File: config.mk
export PLATFORM = sky130hd
export DESIGN_NAME = spec_store_buf
export DESIGN_NICKNAME = d
export VERILOG_FILES = /design/src/rtl/ssb_pkg.sv /design/src/rtl/ssb_free_find.sv /design/src/rtl/ssb_age_pick.sv /design/src/rtl/spec_store_buf.sv
export SDC_FILE = /design/constraint.sdc
export NUM_CORES = 1
export LEC_CHECK = 0
export ABC_AREA = 1
export CORE_UTILIZATION = 39
export CTS_BUF_LIST = sky130_fd_sc_hd__clkbuf_16
export DETAILED_ROUTE_END_ITERATION = 12
export DONT_BUFFER_PORTS = 1
export SKIP_LAST_GASP = 1
export SLEW_MARGIN = 20
export SYNTH_ARGS = -nofsm -noshare
export SYNTH_HDL_FRONTEND = slang
export SYNTH_SLANG_ARGS = --single-unit
export TNS_END_PERCENT = 30
File: constraint.sdc
create_clock -name clk -period 26.6 [get_ports clk]
set_input_delay 0 -clock clk [delete_from_list [all_inputs] [get_ports clk]]
set_output_delay 0 -clock clk [all_outputs]
set_load 0.02 [all_outputs]
File: src/rtl/ssb_pkg.sv
package ssb_pkg;
  localparam int SSB_ENTRIES = 8;
  localparam int SSB_AW      = 32;
  localparam int SSB_DW      = 32;
  localparam int SSB_SEQW    = 5;

  typedef struct packed {
    logic live;
    logic spec;
  } ssb_flags_t;
endpackage

File: src/rtl/ssb_free_find.sv
module ssb_free_find #(
  parameter int N  = 8,
  parameter int IW = $clog2(N)
) (
  input  logic [N-1:0]  live,
  output logic          any_free,
  output logic [IW-1:0] free_idx
);
  always_comb begin
    any_free = 1'b0;
    free_idx = '0;
    for (int i = N - 1; i >= 0; i--) begin
      if (!live[i]) begin
        any_free = 1'b1;
        free_idx = IW'(i);
      end
    end
  end
endmodule

File: src/rtl/ssb_age_pick.sv
module ssb_age_pick #(
  parameter int N        = 8,
  parameter int SEQW     = 5,
  parameter bit YOUNGEST = 1'b1,
  parameter int IW       = $clog2(N)
) (
  input  logic            clk,
  input  logic            rst_n,
  input  logic [N-1:0]    cand,
  input  logic [N*SEQW-1:0] seq_flat,
  output logic            any,
  output logic [IW-1:0]   idx
);
  function automatic logic precedes(input logic [SEQW-1:0] a, input logic [SEQW-1:0] b);
    logic [SEQW-1:0] d;
    d = a - b;
    return d[SEQW-1];
  endfunction

  logic [SEQW-1:0] best;

  always_comb begin
    logic [SEQW-1:0] s;
    logic            win;
    any  = 1'b0;
    idx  = '0;
    best = '0;
    for (int i = 0; i < N; i++) begin
      s   = seq_flat[i*SEQW +: SEQW];
      win = YOUNGEST ? precedes(best, s) : precedes(s, best);
      if (cand[i] && (!any || win)) begin
        any  = 1'b1;
        idx  = IW'(i);
        best = s;
      end
    end
  end

  AST_PICK_IS_CAND: assert property (@(posedge clk) disable iff (!rst_n)
    any |-> cand[idx]);

  for (genvar g = 0; g < N; g++) begin : g_chk
    AST_CAND_SEEN: assert property (@(posedge clk) disable iff (!rst_n)
      cand[g] |-> any);
  end
endmodule

File: src/rtl/spec_store_buf.sv
module spec_store_buf
  import ssb_pkg::*;
#(
  parameter int ENTRIES = SSB_ENTRIES,
  parameter int AW      = SSB_AW,
  parameter int DW      = SSB_DW,
  parameter int SEQW    = SSB_SEQW
) (
  input  logic            clk,
  input  logic            rst_n,
  input  logic            st_valid,
  input  logic [AW-1:0]   st_addr,
  input  logic [DW-1:0]   st_data,
  input  logic [SEQW-1:0] st_seq,
  output logic            st_stall,
  input  logic            cm_valid,
  input  logic [SEQW-1:0] cm_seq,
  input  logic            ab_valid,
  input  logic [SEQW-1:0] ab_seq,
  input  logic [AW-1:0]   ld_addr,
  input  logic [SEQW-1:0] ld_seq,
  input  logic [DW-1:0]   cache_rdata,
  output logic            ld_hit,
  output logic [DW-1:0]   ld_data,
  output logic            dr_valid,
  output logic [AW-1:0]   dr_addr,
  output logic [DW-1:0]   dr_data,
  input  logic            dr_ready
);
  localparam int IW = $clog2(ENTRIES);

  // reset: asserted asynchronously, released through two flops
  logic [1:0] rst_sync_q;
  logic       rst_i_n;

  always_ff @(posedge clk or negedge rst_n) begin
    if (!rst_n) rst_sync_q <= 2'b00;
    else        rst_sync_q <= {rst_sync_q[0], 1'b1};
  end
  assign rst_i_n = rst_sync_q[1];

  // slot state
  ssb_flags_t            flags_q [ENTRIES];
  ssb_flags_t            flags_d [ENTRIES];
  logic [AW-1:0]         addr_q  [ENTRIES];
  logic [DW-1:0]         data_q  [ENTRIES];
  logic [SEQW-1:0]       seq_q   [ENTRIES];

  logic [ENTRIES-1:0]      live_vec, fwd_cand, drn_cand;
  logic [ENTRIES-1:0]      ent_we, cm_hit, ab_hit, drn_clr;
  logic [ENTRIES*SEQW-1:0] seq_flat;
  logic                    any_free, fwd_any, drn_any;
  logic [IW-1:0]           free_idx, fwd_idx, drn_idx;
  logic                    st_fire, dr_fire;

  function automatic logic older(input logic [SEQW-1:0] a, input logic [SEQW-1:0] b);
    logic [SEQW-1:0] d;
    d = a - b;
    return d[SEQW-1];
  endfunction

  assign st_fire  = st_valid && any_free;
  assign st_stall = st_valid && !any_free;
  assign dr_fire  = drn_any && dr_ready;

  for (genvar g = 0; g < ENTRIES; g++) begin : g_ent
    assign live_vec[g] = flags_q[g].live;
    assign seq_flat[g*SEQW +: SEQW] = seq_q[g];
    assign fwd_cand[g] = flags_q[g].live && (addr_q[g] == ld_addr) && older(seq_q[g], ld_seq);
    assign drn_cand[g] = flags_q[g].live && !flags_q[g].spec;
    assign ent_we[g]   = st_fire && (free_idx == IW'(g));
    assign cm_hit[g]   = cm_valid && flags_q[g].live && flags_q[g].spec && (seq_q[g] == cm_seq);
    assign ab_hit[g]   = ab_valid && flags_q[g].live && flags_q[g].spec && (seq_q[g] == ab_seq);
    assign drn_clr[g]  = dr_fire && (drn_idx == IW'(g));

    always_comb begin
      flags_d[g] = flags_q[g];
      if (cm_hit[g])  flags_d[g].spec = 1'b0;
      if (ab_hit[g])  flags_d[g].live = 1'b0;
      if (drn_clr[g]) flags_d[g].live = 1'b0;
      if (ent_we[g])  flags_d[g] = '{live: 1'b1, spec: 1'b1};
    end

    always_ff @(posedge clk or negedge rst_i_n) begin
      if (!rst_i_n) flags_q[g] <= '{live: 1'b0, spec: 1'b0};
      else          flags_q[g] <= flags_d[g];
    end

    always_ff @(posedge clk) begin
      if (ent_we[g]) begin
        addr_q[g] <= st_addr;
        data_q[g] <= st_data;
        seq_q[g]  <= st_seq;
      end
    end

    AST_RETIRED_KEPT: assert property (@(posedge clk) disable iff (!rst_i_n)
      (flags_q[g].live && !flags_q[g].spec && !drn_clr[g]) |=> (flags_q[g].live && !flags_q[g].spec));
  end

  ssb_free_find #(.N(ENTRIES), .IW(IW)) u_free (
    .live     (live_vec),
    .any_free (any_free),
    .free_idx (free_idx)
  );

  ssb_age_pick #(.N(ENTRIES), .SEQW(SEQW), .YOUNGEST(1'b1), .IW(IW)) u_fwd (
    .clk      (clk),
    .rst_n    (rst_i_n),
    .cand     (fwd_cand),
    .seq_flat (seq_flat),
    .any      (fwd_any),
    .idx      (fwd_idx)
  );

  ssb_age_pick #(.N(ENTRIES), .SEQW(SEQW), .YOUNGEST(1'b0), .IW(IW)) u_drn (
    .clk      (clk),
    .rst_n    (rst_i_n),
    .cand     (drn_cand),
    .seq_flat (seq_flat),
    .any      (drn_any),
    .idx      (drn_idx)
  );

  assign ld_hit   = fwd_any;
  assign ld_data  = fwd_any ? data_q[fwd_idx] : cache_rdata;
  assign dr_valid = drn_any;
  assign dr_addr  = addr_q[drn_idx];
  assign dr_data  = data_q[drn_idx];

  AST_STORE_FILLS: assert property (@(posedge clk) disable iff (!rst_i_n)
    (st_valid && !st_stall && !ab_valid && !dr_fire)
      |=> ($countones(live_vec) == $past($countones(live_vec)) + 1));

  AST_STALL_KEEPS_COUNT: assert property (@(posedge clk) disable iff (!rst_i_n)
    (st_stall && !ab_valid && !dr_fire) |=> ($countones(live_vec) == ENTRIES));

  AST_DRAIN_HOLD: assert property (@(posedge clk) disable iff (!rst_i_n)
    (dr_valid && !dr_ready) |=> (dr_valid && $stable(dr_addr) && $stable(dr_data)));
endmodule

==> results of run 1 <==
==> layer usage <==
layer / share of wire [%] / vias up / routed length [um] / track usage, %
met5: 0.032 / - / 56 / 0
met4: 5.1 / 8 / 8860 / 15.9
met3: 12 / 383 / 20100 / 8.73
met2: 43 / 2357 / 75300 / 53.9
met1: 40 / 17400 / 68800 / 47.9
li1: - / 16100 / - / -
==> final timing paths <==
path	startpoint	endpoint	slack [ns]	depth (start not counted)
worst max-delay path	addr_q[0][29]	ld_data[23]	12.69	65
worst min-delay path	st_valid	addr_q[4][22]	0.11	4
worst max register to register	flags_q[15]	flags_q[5]	14.14	57
worst min register to register	rst_sync_q[0]	rst_sync_q[1]	0.35	0
max in group asynchronous	rst_sync_q[1]	flags_q[1]	25.63	0
min in group asynchronous	rst_n	rst_sync_q[1]	0.14	2
==> metrics by stage <==
stage	util (%)	total power [mW]	cells	area [um^2]
after floorplan	-	3.22	4676	36900
after global placement	40.4	4.14	5725	37700
after global routing	43.8	5.39	5954	41000
after detailed placement	40.4	4.15	5726	37800
final	43.8	5.15	5958	41000
after CTS	43.8	5.09	5947	40900
==> tightest hold or removal path: stages <==
cell and delay (ns):
inv_1 0.03, nor3_1 0.04, inv_1 0.25, nor2_4 0.21
==> cell usage after synthesis (all sizes together) <==
| cell | count | area [um^2] |
|---|---|---|
| a2111oi | 16 | 140 |
| a211oi | 1 | 7.51 |
| a21boi | 7 | 52.6 |
| a21oi | 49 | 260 |
| a221oi | 10 | 87.6 |
| a22o | 1 | 8.76 |
| a31oi | 1 | 6.26 |
| and3 | 4 | 25.0 |
| buf | 144 | 811 |
| clkbuf | 106 | 398 |
| clkinv | 3 | 12.5 |
| conb | 1 | 3.75 |
| dfrtp | 18 | 450 |
| edfxtp | 552 | 16600 |
| ha | 66 | 826 |
| inv | 436 | 1640 |
| nand2 | 1313 | 4960 |
| nand3 | 509 | 2560 |
| nand3b | 39 | 297 |
| nand4 | 403 | 2530 |
| nor2 | 473 | 1790 |
| nor3 | 71 | 355 |
| nor3b | 10 | 75.1 |
| nor4 | 107 | 669 |
| nor4b | 7 | 61.3 |
| o2111a | 1 | 11.3 |
| o2111ai | 13 | 114 |
| o211ai | 12 | 90.1 |
| o21ai | 87 | 454 |
| o21bai | 2 | 15.0 |
| o22ai | 44 | 275 |
| o31ai | 3 | 22.5 |
| or2 | 53 | 332 |
| or3 | 4 | 25.0 |
| or3b | 1 | 8.76 |
| or4 | 4 | 30.0 |
| xnor2 | 49 | 429 |
| xor2 | 56 | 490 |
==> registers in the layout, indices dropped and copies added, names as in the netlist <==
register / flops
flags_q: 16
addr_q: 256
rst_sync_q: 2
seq_q: 40
data_q: 256
==> power groups by stage <==
stage	registers, mW	logic [mW]	clock network, mW
3_5_place_dp	1.30	2.85	0
5_1_grt	1.30	3.15	0.944
6_report	1.29	2.95	0.908
2_1_floorplan	1.25	1.97	0
3_3_place_gp	1.30	2.84	0
4_1_cts	1.28	2.89	0.915
==> cells by family after synthesis <==
kind of cell             Yosys count  synth area share [%]
AO/OA/AOI/OAI                    247                  4.19
XOR/XNOR                         105                  2.49
adder cells (fa/ha/maj)           66                  2.24
buffers and inverters            689                  7.75
flip-flops                       570                  46.2
other                              1                0.0102
AND/OR/NAND/NOR                 2998                  37.2
==> placed cells by master (no fill, tap or decap), drive strengths merged, types with 12 or more instances in the layout <==
master and instances:
edfxtp 552, a2111oi 16, nand4 403, o21ai 87, o22ai 44, xnor2 49, nand3 509, o211ai 12
or2 53, o2111ai 13, nand3b 39, nor4 107, dlygate4sd3 106, nor2 473, dfrtp 18, clkbuf 66
a21oi 49, xor2 56, inv 453, buf 47, clkinv 24, nor3 71, ha 66, nand2 1313
==> final cells by class <==
| cell class | count | share of cell area, % |
|---|---|---|
| diodes | 10 | 0.0611 |
| clock buffers | 66 | 4.03 |
| clock inverters | 49 | 1.08 |
| inverters | 439 | 4.03 |
| multi-input cells | 3417 | 41.8 |
| flip-flops and latches | 570 | 41.6 |
| well taps | 1254 | 3.83 |
| repair buffers | 153 | 3.55 |
==> repair_timing <==
action                                 4_1_cts  5_1_grt
hold buffers                               106        0
gates resized for setup                      0        0
setup endpoints to repair                    0        0
endpoints found under the hold margin      579        0
==> impl_summary.txt, run 1 <==
----------------------------------------------------
[Outcome]
  Outcome ... complete, no violations

[Run]
  Number of max-capacitance violations reported ... 0

[Worst setup path]
  Number of buffer and inverter stages on the critical path ... 10
  Setup Crit Path Kind ... reg2out
  Critical path data required time ... 26.60 ns
  Arrival time worst endpoint ... roughly 14 ns
  Worst path most repeated cell ... nand3_1
  Top Family by Delay on Critical Path ... simple AND/OR/NAND/NOR gates
  Element type at the critical path start ... flip-flop
  Type of element capturing the critical path ... output pin
  Critical path peak fanout ... 76
  Critical Path Max Stage Delay ... roughly 0.79 ns
  Cell with the largest stage delay on the worst path ... buf_4

[Clocking]
  Later-pin clock latency in the skew report ... approximately 0.64 ns
  Cell chosen for the clock root ... clkbuf_16
  Number of clock sinks ... 570
  Total number of H-tree levels ... 3
  Postcts setup bufs ... 0
  Clock slew seen by the registers of the worst setup and hold paths ... roughly 0.070 ns
  Clock tree from TritonCTS ... built
  Number of buffers created by CTS ... 66
  CTS max path bufs ... 3

[Routing]
  Wirelength per Cell ... 29.1 um
  Post-detailed-route count of antenna-violating nets ... 0
  Detailed-route via count ... about 36000
  Via-to-Cell Ratio ... between 6 and 7
  Aggregate routed wire length ... 173000 um
  Drt initial violations ... between 5000 and 6000
  TritonRoute pass-1 iters ... 6
  Remaining DRCs ... 0

[Power]
  Power density normalized to cell area ... between 100 and 150 mW/mm^2
  Cell Int Power ... between 2 and 2.5 mW
  Proportion of power drawn by the clock network ... approximately 18%
  Combinational group share of total power ... between 50 and 60%
  Leak ... about 17 nW
  Proportion of power drawn by flip-flops and latches ... 25.0%
  VDD IR max ... between 150 and 200 uV
  Net switching power of the design ... between 2 and 3 mW
  Switching Share ... 54.4%

[Synthesis]
  Post-synthesis cell area ... 0.0369 mm^2
  Post-synthesis cell type count ... 56
  Gate count after technology mapping ... 4676
  Synthesized net count ... just under 5000
  Average footprint of a synthesized cell ... just under 8 um^2
  Count of synthesis-stage warnings from yosys ... 0
  Seq cells post-synth ... 570
  Register area share after synthesis ... between 40% and 50%

[Floorplanning]
  Die Height ... roughly 310 um
  Initial core utilization ... slightly below 40%
  Placeable core area ... 0.0935 mm^2
  Std cell rows ... between 100 and 150
  Horizontal die dimension ... ~310 um
  Io pins ... approximately 250
  Full die area ... roughly 0.096 mm^2

[Min path]
  Worst min-delay path class ... in2reg

[Final layout]
  Share of final-layout standard cells stronger than drive strength 1 ... around 5%
  Fin nets ... 4867
  Layout-stage area growth over the synthesis result ... 11.0%
  Sequential standard cell area ... ~0.017 mm^2
  Total area of multi-input combinational cells ... roughly 0.017 mm^2
  Filler cells ... 9333

[STA]
  Worst Skew ... 0.0337 ns
  Worst setup slack after layout ... 12.69 ns
  Max-slew headroom at the worst pin ... ~21%
  Unrepaired setup endpoints after global routing ... no
  Final setup fails ... 0
  Final critical path time including I/O delays and setup ... roughly 14 ns
  Post-Route Setup TNS ... 0 ns
  Number of hold violations in the final report ... 0
  Pins Over Slew Limit ... 0
  Actual slew at the worst max-slew pin ... ~1.2 ns
  Max Clk Rate ... ~0.072 GHz
  Fraction of the cycle the final worst path needs ... a little over half
  Worst slack on hold paths ... roughly 0.11 ns

[GRT]
  Vias in the first global route ... between 30000 and 40000
  Pin count of the biggest net entering global routing ... roughly 150
  Wire length of the first global-routing pass ... approximately 240000 um
  Remaining Overflow, GRT ... 0
  Number of antenna violations at the first check in global routing ... 15
  GR Util All Layers ... between 30% and 40%

[Placed design]
  Number of port buffers ... 0
  Post-Place Worst Slack ... ~14 ns
  Final HPWL DP ... ~120000 um
  Final weighted congestion of routability-driven global placement ... 1.14

----------------------------------------------------
(Power assumes the default switching activity.)
==> run 2, diff against run 1 <==
Settings changed: ABC_AREA 1 to 0.
Clock period 26.6 ns to 13.7 ns, I/O delays scaled along.
==> run 2 against run 1 <==
The run now ends with negative setup slack left. Sequential cell count unchanged. Sequential power increased by 80%. Die area decreased by 8.0%. Via count decreased by 22%. Sequential share of layout area decreased by 0.89 points. Synthesized area decreased by 8.1%. Worst setup slack got worse by 13 ns. Critical path depth increased by 6. Core utilization increased by 5.0 points. Critical endpoint is now ld_data[29]. Largest cell class unchanged.
==> impl_summary.txt, run 2 <==
----------------------------------------------------
[STA]
  Final setup fails ... 32 (+32)
  Max-slew headroom at the worst pin ... 20.7% (about the same)
  Max Clk Rate ... 0.0711 GHz
  Final critical path time including I/O delays and setup ... 14.07 ns
  Number of hold violations in the final report ... 0 (unchanged)
  Pins Over Slew Limit ... 0 (unchanged)
  Unrepaired setup endpoints after global routing ... yes
  Fraction of the cycle the final worst path needs ... 103%
  Post-Route Setup TNS ... -10.45 ns (-10.45 ns)
  Worst slack on hold paths ... 0.0276 ns (-0.0829 ns)
  Worst Skew ... 0.0191 ns (-0.0146 ns)
  Actual slew at the worst max-slew pin ... 1.18 ns (-0.000116 ns)
  Worst setup slack after layout ... -0.370 ns (-13.06 ns)

[GRT]
  Pin count of the biggest net entering global routing ... 101 (-31%)
  Grt met3 use ... 7.28% (-1.5 points)
  Met1 capacity usage during global routing ... 40.3% (-7.6 points)
  Number of antenna violations at the first check in global routing ... 12 (-3)
  Met2 routing resource usage after global routing ... 48.4% (-5.4 points)
  Wire length of the first global-routing pass ... 197000 um (-19%)
  Vias in the first global route ... 27100 (-18%)
  Highest-utilization routing layer at the global route stage ... met2
  GR Util All Layers ... 30.7% (-4.8 points)
  Remaining Overflow, GRT ... 0 (unchanged)

[Worst setup path]
  Critical Path Max Stage Delay ... 0.48 ns (-0.31 ns)
  Worst path most repeated cell ... ha_4
  Critical path peak fanout ... 8 (-89%)
  Element type at the critical path start ... flip-flop
  Critical path data required time ... 13.70 ns (-12.90 ns)
  Setup Crit Path Kind ... reg2out
  Type of element capturing the critical path ... output pin
  Cell with the largest stage delay on the worst path ... edfxtp_1
  Arrival time worst endpoint ... 14.07 ns (+0.16 ns)

[Clocking]
  Cell chosen for the clock root ... clkbuf_16
  Total number of H-tree levels ... 3 (unchanged)
  CTS max path bufs ... 3 (unchanged)
  Later-pin clock latency in the skew report ... 0.63 ns (about the same)
  Clock tree from TritonCTS ... built
  Number of buffers created by CTS ... 66 (unchanged)
  Clock slew seen by the registers of the worst setup and hold paths ... 0.06 ns (about the same)
  Number of clock sinks ... 570 (unchanged)

[Floorplanning]
  Die Height ... 297 um (-4.1%)
  Placeable core area ... 0.0857 mm^2 (-8.3%)
  Std cell rows ... 107 (-4.5%)
  Io pins ... 253 (unchanged)
  Full die area ... 0.0881 mm^2 (-8.0%)
  Horizontal die dimension ... 297 um (-4.1%)
  Initial core utilization ... 39.6% (+0.12 points)

[Power]
  Switching Share ... 46.0% (-8.3 points)
  Leak ... 15.8 nW (-7.0%)
  Net switching power of the design ... 4.35 mW (+55%)
  VDD IR max ... 293 uV (+62%)
  Power density normalized to cell area ... 226 mW/mm^2 (+79%)
  Total chip power ... 9.44 mW (+83%)
  Proportion of power drawn by flip-flops and latches ... 24.6% (-0.4 points)
  Combinational group share of total power ... 56.9% (-0.5 points)
  Cell Int Power ... 5.10 mW (+120%)
  Proportion of power drawn by the clock network ... 18.5% (+0.9 points)

[Synthesis]
  Cell type with the largest total area after synthesis ... edfxtp_1
  Count of flip-flops with a built-in enable after synthesis ... 552 (unchanged)
  Post-synthesis cell area ... 0.0339 mm^2 (-8.1%)
  Leading post-synthesis cells by instance count ... 552 x edfxtp_1, 416 x nand2_1, 220 x xnor2_1, 165 x nor2_1, 160 x mux2i_1
  Share of the synthesized area in the top cell type ... 48.9% (+3.9 points)
  Top area cells in the synthesized netlist ... edfxtp_1 49%, xnor2_1 5.7%, mux2i_1 4.7%
  Post-synthesis cell type count ... 96 (+71%)
  Post-synth top flop ... edfxtp_1
  Gate count after technology mapping ... 3104 (-34%)
  Synthesized net count ... 3324 (-32%)
  Count of synthesis-stage warnings from yosys ... 0 (unchanged)
  Average footprint of a synthesized cell ... 10.9 um^2 (+38%)
  Async set or reset register ratio after synthesis ... 3.16% (unchanged)
  Most frequently used cell type in the post-synthesis netlist ... edfxtp_1
  Seq cells post-synth ... 570 (unchanged)
  Register area share after synthesis ... 50.2% (+4.0 points)

[Final layout]
  Most frequent cells in the layout ... 552 x edfxtp_1, 405 x nand2_1, 305 x buf_4, 203 x xnor2_1, 157 x mux2i_1
  Most frequent standard cell in the layout excluding fill and tap cells ... edfxtp_1
  Fin nets ... 3639 (-25%)
  Share of final-layout standard cells stronger than drive strength 1 ... 20.8% (+16 points)
  Filler cells ... 7774 (-17%)
  Layout-stage area growth over the synthesis result ... 23.4%
  Registers with the most flip-flops ... addr_q (256), data_q (256), seq_q (40)

[Routing]
  Drt initial violations ... 3163 (-39%)
  Detailed-route via count ... 28200 (-22%)
  TritonRoute pass-1 iters ... 5 (-1)
  Post-detailed-route count of antenna-violating nets ... 0 (unchanged)
  Aggregate routed wire length ... 140000 um (-19%)
  Wirelength per Cell ... 30.4 um (+4.5%)
  Via-to-Cell Ratio ... 6.10 (+0.25%)
  Remaining DRCs ... 0 (unchanged)

[Placed design]
  Final weighted congestion of routability-driven global placement ... 1.03 (-9.6%)
  Number of port buffers ... 0 (unchanged)
  Final HPWL DP ... 96900 um (-21%)

[Outcome]
  Outcome ... finished with violations
  Failing checks ... negative setup slack

[Min path]
  Worst min-delay path class ... in2reg

[Run]
  Number of max-capacitance violations reported ... 0 (unchanged)

----------------------------------------------------
[run 2: power by group through the flow]
| stage | clock network, mW | logic (mW) | registers (mW) |
|---|---|---|---|
| detailed placement | 0 | 4.85 | 2.35 |
| global placement | 0 | 4.85 | 2.34 |
| finish | 1.75 | 5.38 | 2.32 |
| CTS | 1.76 | 5.08 | 2.31 |
| global route | 1.82 | 5.59 | 2.34 |
| floorplan | 0 | 2.72 | 2.29 |
[run 2: repair_timing]
item	CTS	global route
cloned	4	2
gates resized for setup	123	106
buffers inserted	38	26
pin swaps	50	70
hold buffers	100	0
setup endpoints to repair	100	104
endpoints found under the hold margin	618	0
[run 2: layout make-up]
type,count,area (um^2),share of cell area [%]
tap,1144,1430,3.42
multi-input combinational,2282,17100,40.8
inverter,60,240,0.574
timing repair buffer,439,3970,9.49
clock buffer,67,1680,4.01
sequential,570,17000,40.7
antenna,10,25.0,0.0598
clock inverter,50,417,0.995
[run 2: logic make-up after synthesis]
group                    share of synthesized area [%]
XOR/XNOR                                          9.76
flip-flops                                        50.2
multiplexers                                      6.80
buffers and inverters                             3.27
AO/OA/AOI/OAI                                     13.6
adder cells (fa/ha/maj)                           2.43
other                                           0.0111
AND/OR/NAND/NOR                                   13.9
[run 2: worst paths after layout]
kind / slack (ns) / to / startpoint / cells past startpoint
setup / recovery: -0.37 / ld_data[29] / addr_q[0][3] / 71
hold / removal: 0.03 / flags_q[6] / st_valid / 5
setup reg to reg: 0.78 / flags_q[3] / flags_q[15] / 64
hold reg to reg: 0.34 / rst_sync_q[1] / rst_sync_q[0] / 0
max in group asynchronous: 12.69 / flags_q[2] / rst_sync_q[1] / 0
min in group asynchronous: 0.13 / rst_sync_q[1] / rst_n / 2
[run 2: worst max-delay path, delay by kind of cell, from the launching register on]
family | cells | cell delay [ns]
adders and majority gates | 7 | 1.73
xor gates and xnor gates | 6 | 1.03
DFF | 1 | 0.48
muxes | 6 | 1.84
buffers and inverters | 7 | 0.97
and+or+nand+nor | 18 | 2.47
AOI/OAI and AO/OA | 27 | 4.90
[run 2: layer usage]
layer | up-vias | routed length [um] | share of wire, %
li1 | 12300 | - | -
met1 | 14000 | 55800 | 40
met2 | 1591 | 64100 | 46
met3 | 342 | 14000 | 10
met4 | 6 | 6450 | 4.6
met5 | - | 34 | 0.024
[run 2: through the flow]
stage          instances  worst slack [ns]  instance area [um^2]  util (%)
2_1_floorplan       3104            0.0220                 34000         -
6_report            4622            -0.370                 41900      48.9
5_1_grt             4615            -0.960                 41800      48.8
4_1_cts             4585            -0.250                 41100      47.9
3_3_place_gp        4326            -0.162                 36900      43.1
3_5_place_dp        4326            -0.565                 36900      43.1
